<file path="config.mk">
export PLATFORM = sky130hd
export DESIGN_NAME = can_mode_status
export DESIGN_NICKNAME = d
export VERILOG_FILES = /design/src/rtl/can_mode_pkg.sv /design/src/rtl/can_reset_track.sv /design/src/rtl/can_fault_conf.sv /design/src/rtl/can_mode_fsm.sv /design/src/rtl/can_mode_status.sv
export SDC_FILE = /design/constraint.sdc
export NUM_CORES = 1
export LEC_CHECK = 0
export BUFFER_PORTS_ARGS = -buffer_cell sky130_fd_sc_hd__buf_2
export CORE_AREA = 2 2 39 41
export DETAILED_ROUTE_END_ITERATION = 8
export DIE_AREA = 0 0 41 43
export MAX_ROUTING_LAYER = met4
export PLACE_DENSITY = 0.68
export REMOVE_ABC_BUFFERS = 1
export SKIP_LAST_GASP = 1
export SYNTH_ARGS = -nofsm -noshare
export SYNTH_HDL_FRONTEND = slang
export SYNTH_SLANG_ARGS = --single-unit
</file>
<file path="constraint.sdc">
create_clock -name clk -period 2.95 [get_ports clk]
set_input_delay 0.885 -clock clk [delete_from_list [all_inputs] [get_ports clk]]
set_output_delay 0.885 -clock clk [all_outputs]
set_load 0.02 [all_outputs]
</file>
<file path="src/rtl/can_mode_pkg.sv">
// Package: shared types for the CAN mode status tracker.
// Assumes: the bus phase arrives as a 2-bit code and a frame is any code with bit 1 set.
package can_mode_pkg;

    // Bus phase codes as reported by the protocol engine.
    typedef enum logic [1:0] {
        PH_IDLE         = 2'b00,
        PH_INTERMISSION = 2'b01,
        PH_FRAME        = 2'b10,
        PH_FRAME_ALT    = 2'b11
    } bus_phase_e;

    // Mode machine states.
    typedef enum logic [2:0] {
        MS_RUN       = 3'd0,
        MS_HALT_WAIT = 3'd1,
        MS_HALTED    = 3'd2,
        MS_SLEEP     = 3'd3,
        MS_WAKING    = 3'd4,
        MS_UNHALT    = 3'd5
    } mode_state_e;

    // True when the bus is between frames, where halt may be granted.
    function automatic logic at_boundary(input bus_phase_e ph);
        return (ph == PH_IDLE) || (ph == PH_INTERMISSION);
    endfunction

endpackage

</file>
<file path="src/rtl/can_reset_track.sv">
// Module: reset-state flag.
// Does: reports 1 after any hardware or software reset. It drops on the first
// clock that sees both reset sources released.
// Assumes: rst_n is synchronous and active low, and sw_reset is active high.
module can_reset_track (
    input  logic clk,
    input  logic rst_n,
    input  logic sw_reset,
    output logic in_reset
);

    // Purpose: hold the flag while any reset source is active.
    always_ff @(posedge clk) begin
        if (!rst_n) begin
            in_reset <= 1'b1;
        end else begin
            in_reset <= sw_reset;
        end
    end

endmodule

</file>
<file path="src/rtl/can_fault_conf.sv">
// Module: fault confinement flag.
// Does: raises one flag for error passive or bus off. The flag is set when
// either error counter reaches the passive limit, when the test mode forces
// it, or when the engine reports bus off.
// Assumes: the counters come from the engine already saturated or wrapped
// as the engine defines. This module only compares them.
module can_fault_conf #(
    parameter int TEC_W         = 9,
    parameter int REC_W         = 8,
    parameter int PASSIVE_LIMIT = 128
) (
    input  logic             clk,
    input  logic             rst_n,
    input  logic             sw_reset,
    input  logic [TEC_W-1:0] tec,
    input  logic [REC_W-1:0] rec,
    input  logic             bus_off,
    input  logic             ep_test_mode,
    output logic             fault_flag
);

    localparam logic [TEC_W-1:0] TEC_LIM = TEC_W'(PASSIVE_LIMIT);
    localparam logic [REC_W-1:0] REC_LIM = REC_W'(PASSIVE_LIMIT);

    logic tec_over;
    logic rec_over;
    logic fault_next;

    // Purpose: compare each counter against the passive limit.
    always_comb begin
        tec_over   = (tec >= TEC_LIM);
        rec_over   = (rec >= REC_LIM);
        fault_next = tec_over | rec_over | ep_test_mode | bus_off;
    end

    // Purpose: register the flag and clear it to error active on any reset.
    always_ff @(posedge clk) begin
        if (!rst_n || sw_reset) begin
            fault_flag <= 1'b0;
        end else begin
            fault_flag <= fault_next;
        end
    end

endmodule

</file>
<file path="src/rtl/can_mode_fsm.sv">
// Module: halt / sleep mode machine.
// Does: grants halt at a frame boundary and sleep only from halt. Leaving
// sleep takes WAKE_TICKS bit times and leaving halt takes one bit time.
// An automatic halt fires on entry to bus off when both enables are set.
// Assumes: bit_tick is a single-cycle pulse per bus bit. No request is
// honoured while in_reset is 1.
module can_mode_fsm
    import can_mode_pkg::*;
#(
    parameter int WAKE_TICKS = 2
) (
    input  logic       clk,
    input  logic       rst_n,
    input  logic       sw_reset,
    input  logic       in_reset,
    input  logic       halt_req,
    input  logic       sleep_req,
    input  logic       auto_halt_en,
    input  logic       auto_halt_arm,
    input  logic       bus_off,
    input  bus_phase_e phase,
    input  logic       bit_tick,
    output logic       halt_sleep
);

    localparam int WK_W = (WAKE_TICKS < 2) ? 1 : $clog2(WAKE_TICKS);
    localparam logic [WK_W-1:0] WK_LAST = WK_W'(WAKE_TICKS - 1);

    mode_state_e state_q, state_d;
    logic [WK_W-1:0] wake_cnt_q, wake_cnt_d;
    logic bus_off_q;
    logic auto_hold_q, auto_hold_d;
    logic auto_fire;
    logic release_ok;

    // Purpose: detect entry into bus off with automatic halt armed.
    always_comb begin
        auto_fire  = auto_halt_en & auto_halt_arm & bus_off & ~bus_off_q;
        release_ok = ~halt_req & ~auto_hold_q;
    end

    // Purpose: next-state, wake counter and auto-hold decisions.
    always_comb begin
        state_d     = state_q;
        wake_cnt_d  = wake_cnt_q;
        auto_hold_d = auto_hold_q;
        if (!bus_off) begin
            auto_hold_d = 1'b0;
        end
        if (in_reset) begin
            state_d     = MS_RUN;
            wake_cnt_d  = '0;
            auto_hold_d = 1'b0;
        end else begin
            unique case (state_q)
                MS_RUN, MS_HALT_WAIT: begin
                    if (auto_fire) begin
                        state_d     = MS_HALTED;
                        auto_hold_d = 1'b1;
                    end else if (!halt_req) begin
                        state_d = MS_RUN;
                    end else if (at_boundary(phase)) begin
                        state_d = MS_HALTED;
                    end else begin
                        state_d = MS_HALT_WAIT;
                    end
                end
                MS_HALTED: begin
                    if (sleep_req) begin
                        state_d = MS_SLEEP;
                    end else if (release_ok) begin
                        state_d = MS_UNHALT;
                    end
                end
                MS_UNHALT: begin
                    if (!release_ok) begin
                        state_d = MS_HALTED;
                    end else if (bit_tick) begin
                        state_d = MS_RUN;
                    end
                end
                MS_SLEEP: begin
                    if (!sleep_req) begin
                        state_d    = MS_WAKING;
                        wake_cnt_d = '0;
                    end
                end
                MS_WAKING: begin
                    if (sleep_req) begin
                        state_d = MS_SLEEP;
                    end else if (bit_tick) begin
                        if (wake_cnt_q == WK_LAST) begin
                            state_d    = release_ok ? MS_RUN : MS_HALTED;
                            wake_cnt_d = '0;
                        end else begin
                            wake_cnt_d = wake_cnt_q + 1'b1;
                        end
                    end
                end
                default: state_d = MS_RUN;
            endcase
        end
    end

    // Purpose: state registers, returned to run on any reset.
    always_ff @(posedge clk) begin
        if (!rst_n || sw_reset) begin
            state_q     <= MS_RUN;
            wake_cnt_q  <= '0;
            auto_hold_q <= 1'b0;
            bus_off_q   <= 1'b0;
        end else begin
            state_q     <= state_d;
            wake_cnt_q  <= wake_cnt_d;
            auto_hold_q <= auto_hold_d;
            bus_off_q   <= bus_off;
        end
    end

    // Purpose: decode the externally visible halt/sleep flag.
    always_comb begin
        halt_sleep = (state_q == MS_HALTED) || (state_q == MS_SLEEP) ||
                     (state_q == MS_WAKING) || (state_q == MS_UNHALT);
    end

endmodule

</file>
<file path="src/rtl/can_mode_status.sv">
// Module: CAN controller mode status tracker (top).
// Does: combines the reset tracker, the fault confinement flag and the
// halt/sleep mode machine into three global status flags.
// Assumes: all inputs are synchronous to clk.
module can_mode_status
    import can_mode_pkg::*;
#(
    parameter int TEC_W         = 9,
    parameter int REC_W         = 8,
    parameter int PASSIVE_LIMIT = 128,
    parameter int WAKE_TICKS    = 2
) (
    input  logic             clk,
    input  logic             rst_n,
    input  logic             sw_reset,
    input  logic [TEC_W-1:0] tec,
    input  logic [REC_W-1:0] rec,
    input  logic             bus_off,
    input  logic [1:0]       bus_phase,
    input  logic             halt_req,
    input  logic             sleep_req,
    input  logic             auto_halt_en,
    input  logic             auto_halt_arm,
    input  logic             ep_test_mode,
    input  logic             bit_tick,
    output logic             fault_flag,
    output logic             halt_sleep_flag,
    output logic             reset_flag
);

    bus_phase_e phase;

    // Purpose: view the raw phase code as the package enum.
    always_comb begin
        phase = bus_phase_e'(bus_phase);
    end

    can_reset_track u_rst (
        .clk      (clk),
        .rst_n    (rst_n),
        .sw_reset (sw_reset),
        .in_reset (reset_flag)
    );

    can_fault_conf #(
        .TEC_W         (TEC_W),
        .REC_W         (REC_W),
        .PASSIVE_LIMIT (PASSIVE_LIMIT)
    ) u_fault (
        .clk          (clk),
        .rst_n        (rst_n),
        .sw_reset     (sw_reset),
        .tec          (tec),
        .rec          (rec),
        .bus_off      (bus_off),
        .ep_test_mode (ep_test_mode),
        .fault_flag   (fault_flag)
    );

    can_mode_fsm #(
        .WAKE_TICKS (WAKE_TICKS)
    ) u_mode (
        .clk           (clk),
        .rst_n         (rst_n),
        .sw_reset      (sw_reset),
        .in_reset      (reset_flag),
        .halt_req      (halt_req),
        .sleep_req     (sleep_req),
        .auto_halt_en  (auto_halt_en),
        .auto_halt_arm (auto_halt_arm),
        .bus_off       (bus_off),
        .phase         (phase),
        .bit_tick      (bit_tick),
        .halt_sleep    (halt_sleep_flag)
    );

endmodule

</file>
==> run_results.csv, run 1 <==
group,metric,value,unit
status,outcome,"finished, final reports clean",
cells_and_area,nNetsFinal,103,
synth,netlist_area,445.4,um^2
floorplanning,initial_utilization,32.19,%
synth,synthDistinctLibCells,28,
drt,drtIter0Drc,3,
synth,synth_area_per_cell,7.815,um^2
hold_path,holdPathStages,2,
synth,synth_xor_area_share,3.933,%
cells_and_area,drive_gt1_share,29.17,%
worst_setup_path,timing.rr.end,"u_mode.state_q[1]$_SDFFE_PP0P_",
synth,synthSimpleGateAreaFrac,24.44,%
worst_setup_path,worstReg2RegStart,"u_rst.in_reset$_SDFF_PN1_",
clock_tree,path_clk_slew,50,ps
worst_setup_path,reg2regPathDepth,4,
clock_tree,root_buffer,"clkbuf_4",
synth,synthArstFlopShare,0,%
clock_tree,ctsHoldBuffers,0,
drt,wl_per_cell,11.30,um
synth,synth_top_area_share,35.96,%
worst_setup_path,cp.arrival,2300,ps
grt,grt_max_degree,12,
drt,dr.pass1.iters,4,
timing,rsz0062_at_grt,"false",
synth,synth_flop_cell,"dfxtp_1",
clock_tree,clock_latency,250,ps
drt,postRouteAntennaNets,0,
clock_tree,cts_resized,0,
worst_setup_path,startpoint,"sw_reset",
grt,antenna_found_initial,0,
timing,holdWs,542.0,ps
floorplanning,fp-row-count,14,
clock_tree,cts_setup_buffers,0,
timing,setup_violations,0,
clock_tree,cts_buffers,3,
timing,worst_slew_pin_slew,342.6,ps
worst_setup_path,crit_type,"primary input to register",
cells_and_area,final_cell_area,551.8,um^2
placed_design,place_inst,85,
synth,synth_top_family_by_area,"compound AO/OA/AOI/OAI gates",
clock_tree,clockBufferDepth,2,
clock_tree,cts_tree,"done",
placed_design,port_buffers,16,
hold_path,hp-class,"register to register",
synth,synth_compound_area_share,27.81,%
clock_tree,htree_levels,1,
synth,ys_top_cells_by_area,"dfxtp_1 36%, nor2_1 7.6%, a21oi_1 4.5%, nand2b_1 4.2%, xor2_1 3.9%",
run,max_cap_viol_count,0,
hold_path,hold_end,"u_mode.wake_cnt_q$_SDFFE_PP0P_",
timing,finClkSkew,0.4759,ps
timing,drv_slew,0,
floorplanning,ios,32,
floorplanning,fp.dieArea,1763,um^2
cells_and_area,diodes,0,
floorplanning,core,1384,um^2
grt,track_usage,13.62,%
drt,via_per_inst,5.182,
drt,finalWirelength,994,um
synth,synth_seq_cells,8,
cells_and_area,fillerInstances,154,
synth,synth_fa_ha_area_share,0,%
synth,synth_edf_count,0,
power_and_ir_drop,powerDensity,404.4,nW/um^2
clock_tree,cts_sinks,8,
drt,vias,456,
synth,synth.area.mux_share,0,%
synth,synthTopCellsByCount,"9 x nor2_1, 8 x dfxtp_1, 4 x a21oi_1, 4 x inv_1",
placed_design,placedInstanceArea,529.3,um^2
timing,max_freq,470.4,MHz
synth,synth_area_leader_cell,"dfxtp_1",
power_and_ir_drop,p_leak,0.2340,nW
cells_and_area,fin_cells,88,
floorplanning,die_h,43,um
hold_path,min_from,"u_mode.wake_cnt_q$_SDFFE_PP0P_",
worst_setup_path,critPathMaxFanout,7,
grt,grt_pass1_vias,385,
timing,finalHoldViolCount,0,
timing,period_minus_slack,2126,ps
worst_setup_path,start_kind,"primary input",
synth,synthMostInstantiatedCell,"nor2_1",
timing,timing.final.crit_share,72.06,%
synth,synth_cells,57,
drt,drcViolationCount,0,
grt,grt_pass1_wl,1552,um
timing,setup_tns,0,ps
floorplanning,die_w,41,um
placed_design,gp_congestion,0.7255,
synth,ys_seq_area_share,35.96,%
timing,relSlewSlack,76.98,%
worst_setup_path,end_kind,"register",
worst_setup_path,crit_required,3130,ps
synth,yosysWarnings,0,
grt,overflow,0,
worst_setup_path,rrSetupSlack,1280,ps
cells_and_area,area_delta_synth_final,23.88,%
placed_design,detailed_place_hpwl,757.2,um
power_and_ir_drop,ir_drop,131.7,uV
cells in the final DEF (no fill, tap or decap), drive strengths merged, types with 3 or more instances in the layout:
master,instances
buf,16
inv,5
clkbuf,3
dfxtp,8
a21oi,4
nor2,9
nand2,3
nand2b,3
metrics by stage:
stage          utilization [%]  worst slack (ps)  total power [mW]
3_3_place_gp             38.25             603.2            0.1428
2_1_floorplan                -             799.4            0.1283
5_1_grt                  39.87             756.1            0.2357
4_1_cts                  39.87             830.2            0.2288
6_report                 39.87             824.1            0.2231
3_5_place_dp             38.25             569.9            0.1435
state kept, by name, indices dropped and copies added (netlist names):
| name | flops |
|---|---|
| u_mode.wake_cnt_q | 1 |
| u_fault.fault_flag | 1 |
| u_mode.auto_hold_q | 1 |
| u_mode.bus_off_q | 1 |
| u_rst.in_reset | 1 |
| u_mode.state_q | 3 |
critical path, cell delays in order:
cell,delay [ps]
buf_2,100
or3b_1,510
a311o_1,350
or3_1,330
a22oi_2,130
layer usage:
layer  wire length, um  GRT usage [%]  vias to the layer above
met5                 0              -                        -
met4                12          8.000                        0
met3                46          4.712                        2
met2               491          19.06                       15
met1               443          16.23                      203
li1                  -              -                      236
report_power, final:
part	total [mW]	leakage [nW]	switching (mW)	internal, mW
Clock	0.0819	0.0138	0.0355	0.0464
Sequential	0.113	0.0652	0.00180	0.111
Combinational	0.0286	0.155	0.0156	0.0131
cells by family after synthesis:
family | Yosys count
compound gates | 17
simple gates | 21
flops | 8
xor+xnor | 2
buf+inv | 9
layout make-up:
cell class / count / area (um^2) / share of cell area [%]
Clock buffer: 3 / 22.52 / 4.082
Multi-Input combinational cell: 40 / 250.2 / 45.35
Inverter: 5 / 18.77 / 3.401
Tap cell: 16 / 20.02 / 3.628
Sequential cell: 8 / 160.2 / 29.03
Timing Repair Buffer: 16 / 80.08 / 14.51
worst max-delay path by stage:
stage	to	slack, ps	cells past startpoint
6_report	u_mode.state_q[1]$_SDFFE_PP0P_	820	5
5_1_grt	u_mode.state_q[1]$_SDFFE_PP0P_	760	5
4_1_cts	u_mode.state_q[1]$_SDFFE_PP0P_	830	5
3_5_place_dp	u_mode.state_q[1]$_SDFFE_PP0P_	570	5
3_3_place_gp	u_mode.state_q[1]$_SDFFE_PP0P_	600	5
2_1_floorplan	u_mode.state_q[1]$_SDFFE_PP0P_	800	4
(Power assumes the default switching activity.)
==> run 2, diff against run 1 <==
==> constraint.sdc (replaced) <==
create_clock -name clk -period 2.1 [get_ports clk]
set_input_delay 0.63 -clock clk [delete_from_list [all_inputs] [get_ports clk]]
set_output_delay 0.63 -clock clk [all_outputs]
set_load 0.02 [all_outputs]
==> run 2 against run 1 <==
  * Design area rose by 1.4%
  * Clock skew rose by 7.2 ps
  * Routed wire length fell by 3.2%
  * Critical path depth fell by 3
  * Via count fell by 1.1%
  * Largest power group unchanged
==> run_results.csv, run 2 (synthesis results as in run 1) <==
group,metric,value,unit
clock_tree,path_clk_slew,60,ps
drt,drcViolationCount,0,
power_and_ir_drop,ir_drop,237.5,uV
grt,grt_pass1_wl,1435,um
timing,max_freq,573.6,MHz
placed_design,gp_congestion,0.7896,
cells_and_area,seq_area,160.2,um^2
power_and_ir_drop,powerDensity,564.0,nW/um^2
worst_setup_path,crit_type,"register to output pin",
placed_design,dp_slack,148.4,ps
clock_tree,ctsHoldBuffers,0,
drt,wl_per_cell,10.81,um
grt,grt_max_degree,12,
timing,worst_slew_pin_slew,355.9,ps
clock_tree,cts_resized,0,
floorplanning,initial_utilization,32.19,%
floorplanning,ios,32,
status,outcome,"finished, final reports clean",
cells_and_area,final_common_cell,"buf_2",
timing,drv_slew,0,
timing,period_minus_slack,1743,ps
clock_tree,cts_sinks,8,
worst_setup_path,critPathMaxFanout,11,
timing,holdWs,549.3,ps
cells_and_area,multi_input_area,250.2,um^2
floorplanning,die_h,43,um
hold_path,min_from,"u_mode.wake_cnt_q$_SDFFE_PP0P_",
timing,relSlewSlack,75.94,%
drt,finalWirelength,962,um
drt,dr.pass1.iters,4,
power_and_ir_drop,p_leak,0.2382,nW
cells_and_area,fillerInstances,141,
worst_setup_path,startpoint,"u_mode.state_q[2]$_SDFFE_PP0P_",
clock_tree,clockBufferDepth,2,
worst_setup_path,worstReg2RegStart,"u_rst.in_reset$_SDFF_PN1_",
clock_tree,cts_setup_buffers,0,
clock_tree,cts_tree,"done",
drt,drtIter0Drc,15,
timing,rsz0062_at_grt,"false",
drt,vias,451,
placed_design,port_buffers,16,
grt,track_usage,12.59,%
clock_tree,root_buffer,"clkbuf_4",
cells_and_area,largest_reg_flops,3,
worst_setup_path,end_kind,"output pin",
timing,finalHoldViolCount,0,
run,max_cap_viol_count,0,
grt,antenna_found_initial,0,
cells_and_area,top_register,"u_mode.state_q",
cells_and_area,area_delta_synth_final,25.56,%
timing,setup_violations,0,
drt,postRouteAntennaNets,0,
cells_and_area,diodes,0,
clock_tree,htree_levels,1,
timing,setup_slack,356.7,ps
worst_setup_path,start_kind,"register",
cells_and_area,drive_gt1_share,30.14,%
worst_setup_path,cp.arrival,1110,ps
floorplanning,die_w,41,um
cells_and_area,nNetsFinal,104,
clock_tree,cts_buffers,3,
timing,setup_tns,0,ps
floorplanning,fp.dieArea,1763,um^2
worst_setup_path,crit_required,1470,ps
clock_tree,clock_latency,250,ps
grt,grt_pass1_vias,388,
floorplanning,fp-row-count,14,
grt,overflow,0,
drt,via_per_inst,5.067,
floorplanning,core,1384,um^2
hold_path,hp-class,"register to register",
timing,finClkSkew,7.683,ps
placed_design,detailed_place_hpwl,716.5,um
timing,timing.final.crit_share,83.01,%
cells_and_area,final_cell_mix,"16 x buf_2, 9 x nor2_1, 8 x dfxtp_1, 4 x a21oi_1, 4 x inv_1",
run 2: routing by layer:
| metal | global-route usage [%] | up-vias | part of all wire, % |
|---|---|---|---|
| met5 | - | - | 0 |
| met4 | 12.00 | 0 | 2.0 |
| met3 | 1.571 | 2 | 4.9 |
| met2 | 18.13 | 15 | 46 |
| met1 | 13.96 | 194 | 46 |
| li1 | - | 240 | - |
run 2: path summary, 6_finish.rpt:
check,slack [ps],depth (start not counted),to
hold / removal,550,2,u_mode.wake_cnt_q$_SDFFE_PP0P_
setup / recovery,360,2,halt_sleep_flag
hold reg to reg,550,2,u_mode.wake_cnt_q$_SDFFE_PP0P_
setup reg to reg,600,4,u_mode.state_q[1]$_SDFFE_PP0P_
run 2: final cells by class:
class | instances | share of cell area [%]
multi-input combinational | 40 | 44.74
inverter | 5 | 3.356
timing repair buffer | 17 | 15.66
tap | 16 | 3.579
sequential | 8 | 28.64
clock buffer | 3 | 4.027
run 2: report_power, final:
part	switching (mW)	leakage, nW	total [mW]	internal, mW
registers	0.00251	0.0652	0.158	0.156
clock network	0.0506	0.0138	0.116	0.0653
logic	0.0225	0.159	0.0414	0.0190
total	0.0756	0.238	0.315	0.240
run 2: through the flow:
stage | instance area, um^2 | cells | util, % | power (mW)
after floorplan | 429.2 | 53 | - | 0.1803
after global placement | 536.8 | 86 | 38.79 | 0.2016
after detailed placement | 536.8 | 86 | 38.79 | 0.2023
after CTS | 559.3 | 89 | 40.42 | 0.3195
after global routing | 559.3 | 89 | 40.42 | 0.3323
final | 559.3 | 89 | 40.42 | 0.3154
run 2: critical path, cell delays in order, from the launching register on:
cell,delay (ps)
dfxtp_1,520
xor2_1,160
buf_2,170
==> run 3, diff against run 2 <==
==> constraint.sdc (replaced) <==
create_clock -name clk -period 1.8 [get_ports clk]
set_input_delay 0.54 -clock clk [delete_from_list [all_inputs] [get_ports clk]]
set_output_delay 0.54 -clock clk [all_outputs]
set_load 0.02 [all_outputs]
==> run 3 against run 2 <==
  * Clock power up 19%
  * Global-route usage up 1.4 points
  * Clock skew decreased by 3.1 ps
  * Largest cell class unchanged
  * Design area increased by 1.3%
  * Via count rose by 4.0%
  * Routed wire length is 3.0% lower
  * Hold slack got worse by 45 ps
  * Final cell count grew 1.1%
  * Non-clock buffer count up 1
  * Worst setup slack got worse by 200 ps
  * Highest routed layer unchanged
  * Flip-flop and latch count unchanged
==> run_results.csv, run 3 (synthesis results as in run 1) <==
group,metric,value,unit
drt,finalWirelength,933,um
timing,finClkSkew,4.596,ps
grt,overflow,0,
timing,worst_slew_pin_slew,322.5,ps
clock_tree,root_buffer,"clkbuf_4",
power_and_ir_drop,powerDensity,654.5,nW/um^2
power_and_ir_drop,pwr-share-seq,49.7,%
floorplanning,fp.dieArea,1763,um^2
power_and_ir_drop,pwr-share-clk,37.2,%
power_and_ir_drop,internal-power,0.2810,mW
clock_tree,htree_levels,1,
cells_and_area,final_cell_mix,"16 x buf_2, 9 x nor2_1, 8 x dfxtp_1, 4 x a21oi_1, 4 x inv_1",
cells_and_area,diodes,0,
status,outcome,"finished, final reports clean",
power_and_ir_drop,power_frac_comb,13.1,%
clock_tree,cts_resized,0,
cells_and_area,top_register,"u_mode.state_q",
cells_and_area,seq_area,160.2,um^2
drt,dr.pass1.iters,4,
worst_setup_path,crit_required,1260,ps
placed_design,gp_congestion,0.7897,
timing,rsz0062_at_grt,"false",
floorplanning,ios,32,
clock_tree,cts_sinks,8,
timing,drv_slew,0,
clock_tree,cts_tree,"done",
worst_setup_path,end_kind,"output pin",
worst_setup_path,critPathMaxFanout,11,
timing,finalHoldViolCount,0,
clock_tree,ctsHoldBuffers,0,
worst_setup_path,crit_type,"register to output pin",
timing,relSlewSlack,78.20,%
timing,max_freq,609.6,MHz
clock_tree,clock_latency,260,ps
cells_and_area,utilization,40.96,%
hold_path,hp-class,"primary input to register",
placed_design,port_buffers,16,
floorplanning,fp-row-count,14,
timing,period_minus_slack,1640,ps
grt,grt_pass1_wl,1518,um
floorplanning,initial_utilization,32.19,%
grt,grt_pass1_vias,401,
power_and_ir_drop,ir_drop,212.6,uV
clock_tree,clockBufferDepth,2,
drt,drcViolationCount,0,
clock_tree,path_clk_slew,50,ps
grt,antenna_found_initial,0,
cells_and_area,nNetsFinal,105,
timing,setup_slack,159.6,ps
cells_and_area,fin_cells,90,
grt,grt_max_degree,12,
timing,setup_tns,0,ps
cells_and_area,drive_gt1_share,31.08,%
run,max_cap_viol_count,0,
drt,drtIter0Drc,9,
placed_design,place_inst,87,
cells_and_area,multi_input_area,250.2,um^2
floorplanning,core,1384,um^2
power_and_ir_drop,swShare,24.25,%
drt,vias,469,
cells_and_area,final_common_cell,"buf_2",
power_and_ir_drop,p_leak,0.2436,nW
placed_design,detailed_place_hpwl,707.2,um
timing,timing.final.crit_share,91.13,%
timing,setup_violations,0,
worst_setup_path,cp.arrival,1100,ps
drt,postRouteAntennaNets,0,
cells_and_area,fillerInstances,146,
drt,wl_per_cell,10.37,um
drt,via_per_inst,5.211,
placed_design,dp_slack,-50.03,ps
grt,track_usage,13.95,%
clock_tree,cts_setup_buffers,0,
clock_tree,cts_buffers,3,
floorplanning,die_w,41,um
timing,holdWs,504.6,ps
cells_and_area,area_delta_synth_final,27.25,%
power_and_ir_drop,p_sw,0.08997,mW
worst_setup_path,start_kind,"register",
cells_and_area,largest_reg_flops,3,
floorplanning,die_h,43,um
[run 3: cell count changes in the layout (fill, tap and decap cells not counted)]
cell	before	now
buf_4	1	2
[run 3: worst max-delay path: stages, from the launching register on]
cell	delay [ps]
dfxtp_1	500
xor2_1	160
buf_2	170
[run 3: power groups by stage]
stage	sequential, mW	clock [mW]	combinational, mW
4_1_cts	0.184	0.144	0.0490
3_3_place_gp	0.188	0	0.0483
5_1_grt	0.185	0.162	0.0540
2_1_floorplan	0.191	0	0.0195
3_5_place_dp	0.188	0	0.0488
6_report	0.184	0.138	0.0486
[run 3: final timing paths]
path / start / end / slack, ps / depth (start not counted)
setup reg to reg: u_rst.in_reset$_SDFF_PN1_ / u_mode.state_q[1]$_SDFFE_PP0P_ / 290 / 4
setup / recovery: u_mode.state_q[2]$_SDFFE_PP0P_ / halt_sleep_flag / 160 / 2
hold / removal: rst_n / u_rst.in_reset$_SDFF_PN1_ / 500 / 2
hold reg to reg: u_mode.wake_cnt_q$_SDFFE_PP0P_ / u_mode.wake_cnt_q$_SDFFE_PP0P_ / 550 / 2
[run 3: layout make-up]
class,instances,share of cell area [%]
clock buffer,3,3.974
inverter,5,3.311
multi-input combinational,40,44.15
sequential,8,28.26
tap,16,3.532
timing repair buffer,18,16.78
[run 3: through the flow]
stage                     total power, mW  area [um^2]
after floorplan                    0.2103        429.2
after global placement             0.2365        544.3
after detailed placement           0.2369        544.3
after CTS                          0.3772        566.8
after global routing               0.4013        566.8
final                              0.3710        566.8
[run 3: routing by layer]
metal,vias up,part of all wire [%],global-route usage (%)
li1,240,-,-
met1,211,47,13.36
met2,14,45,20.00
met3,4,4.4,6.283
met4,0,3.1,12.00
met5,-,0,-
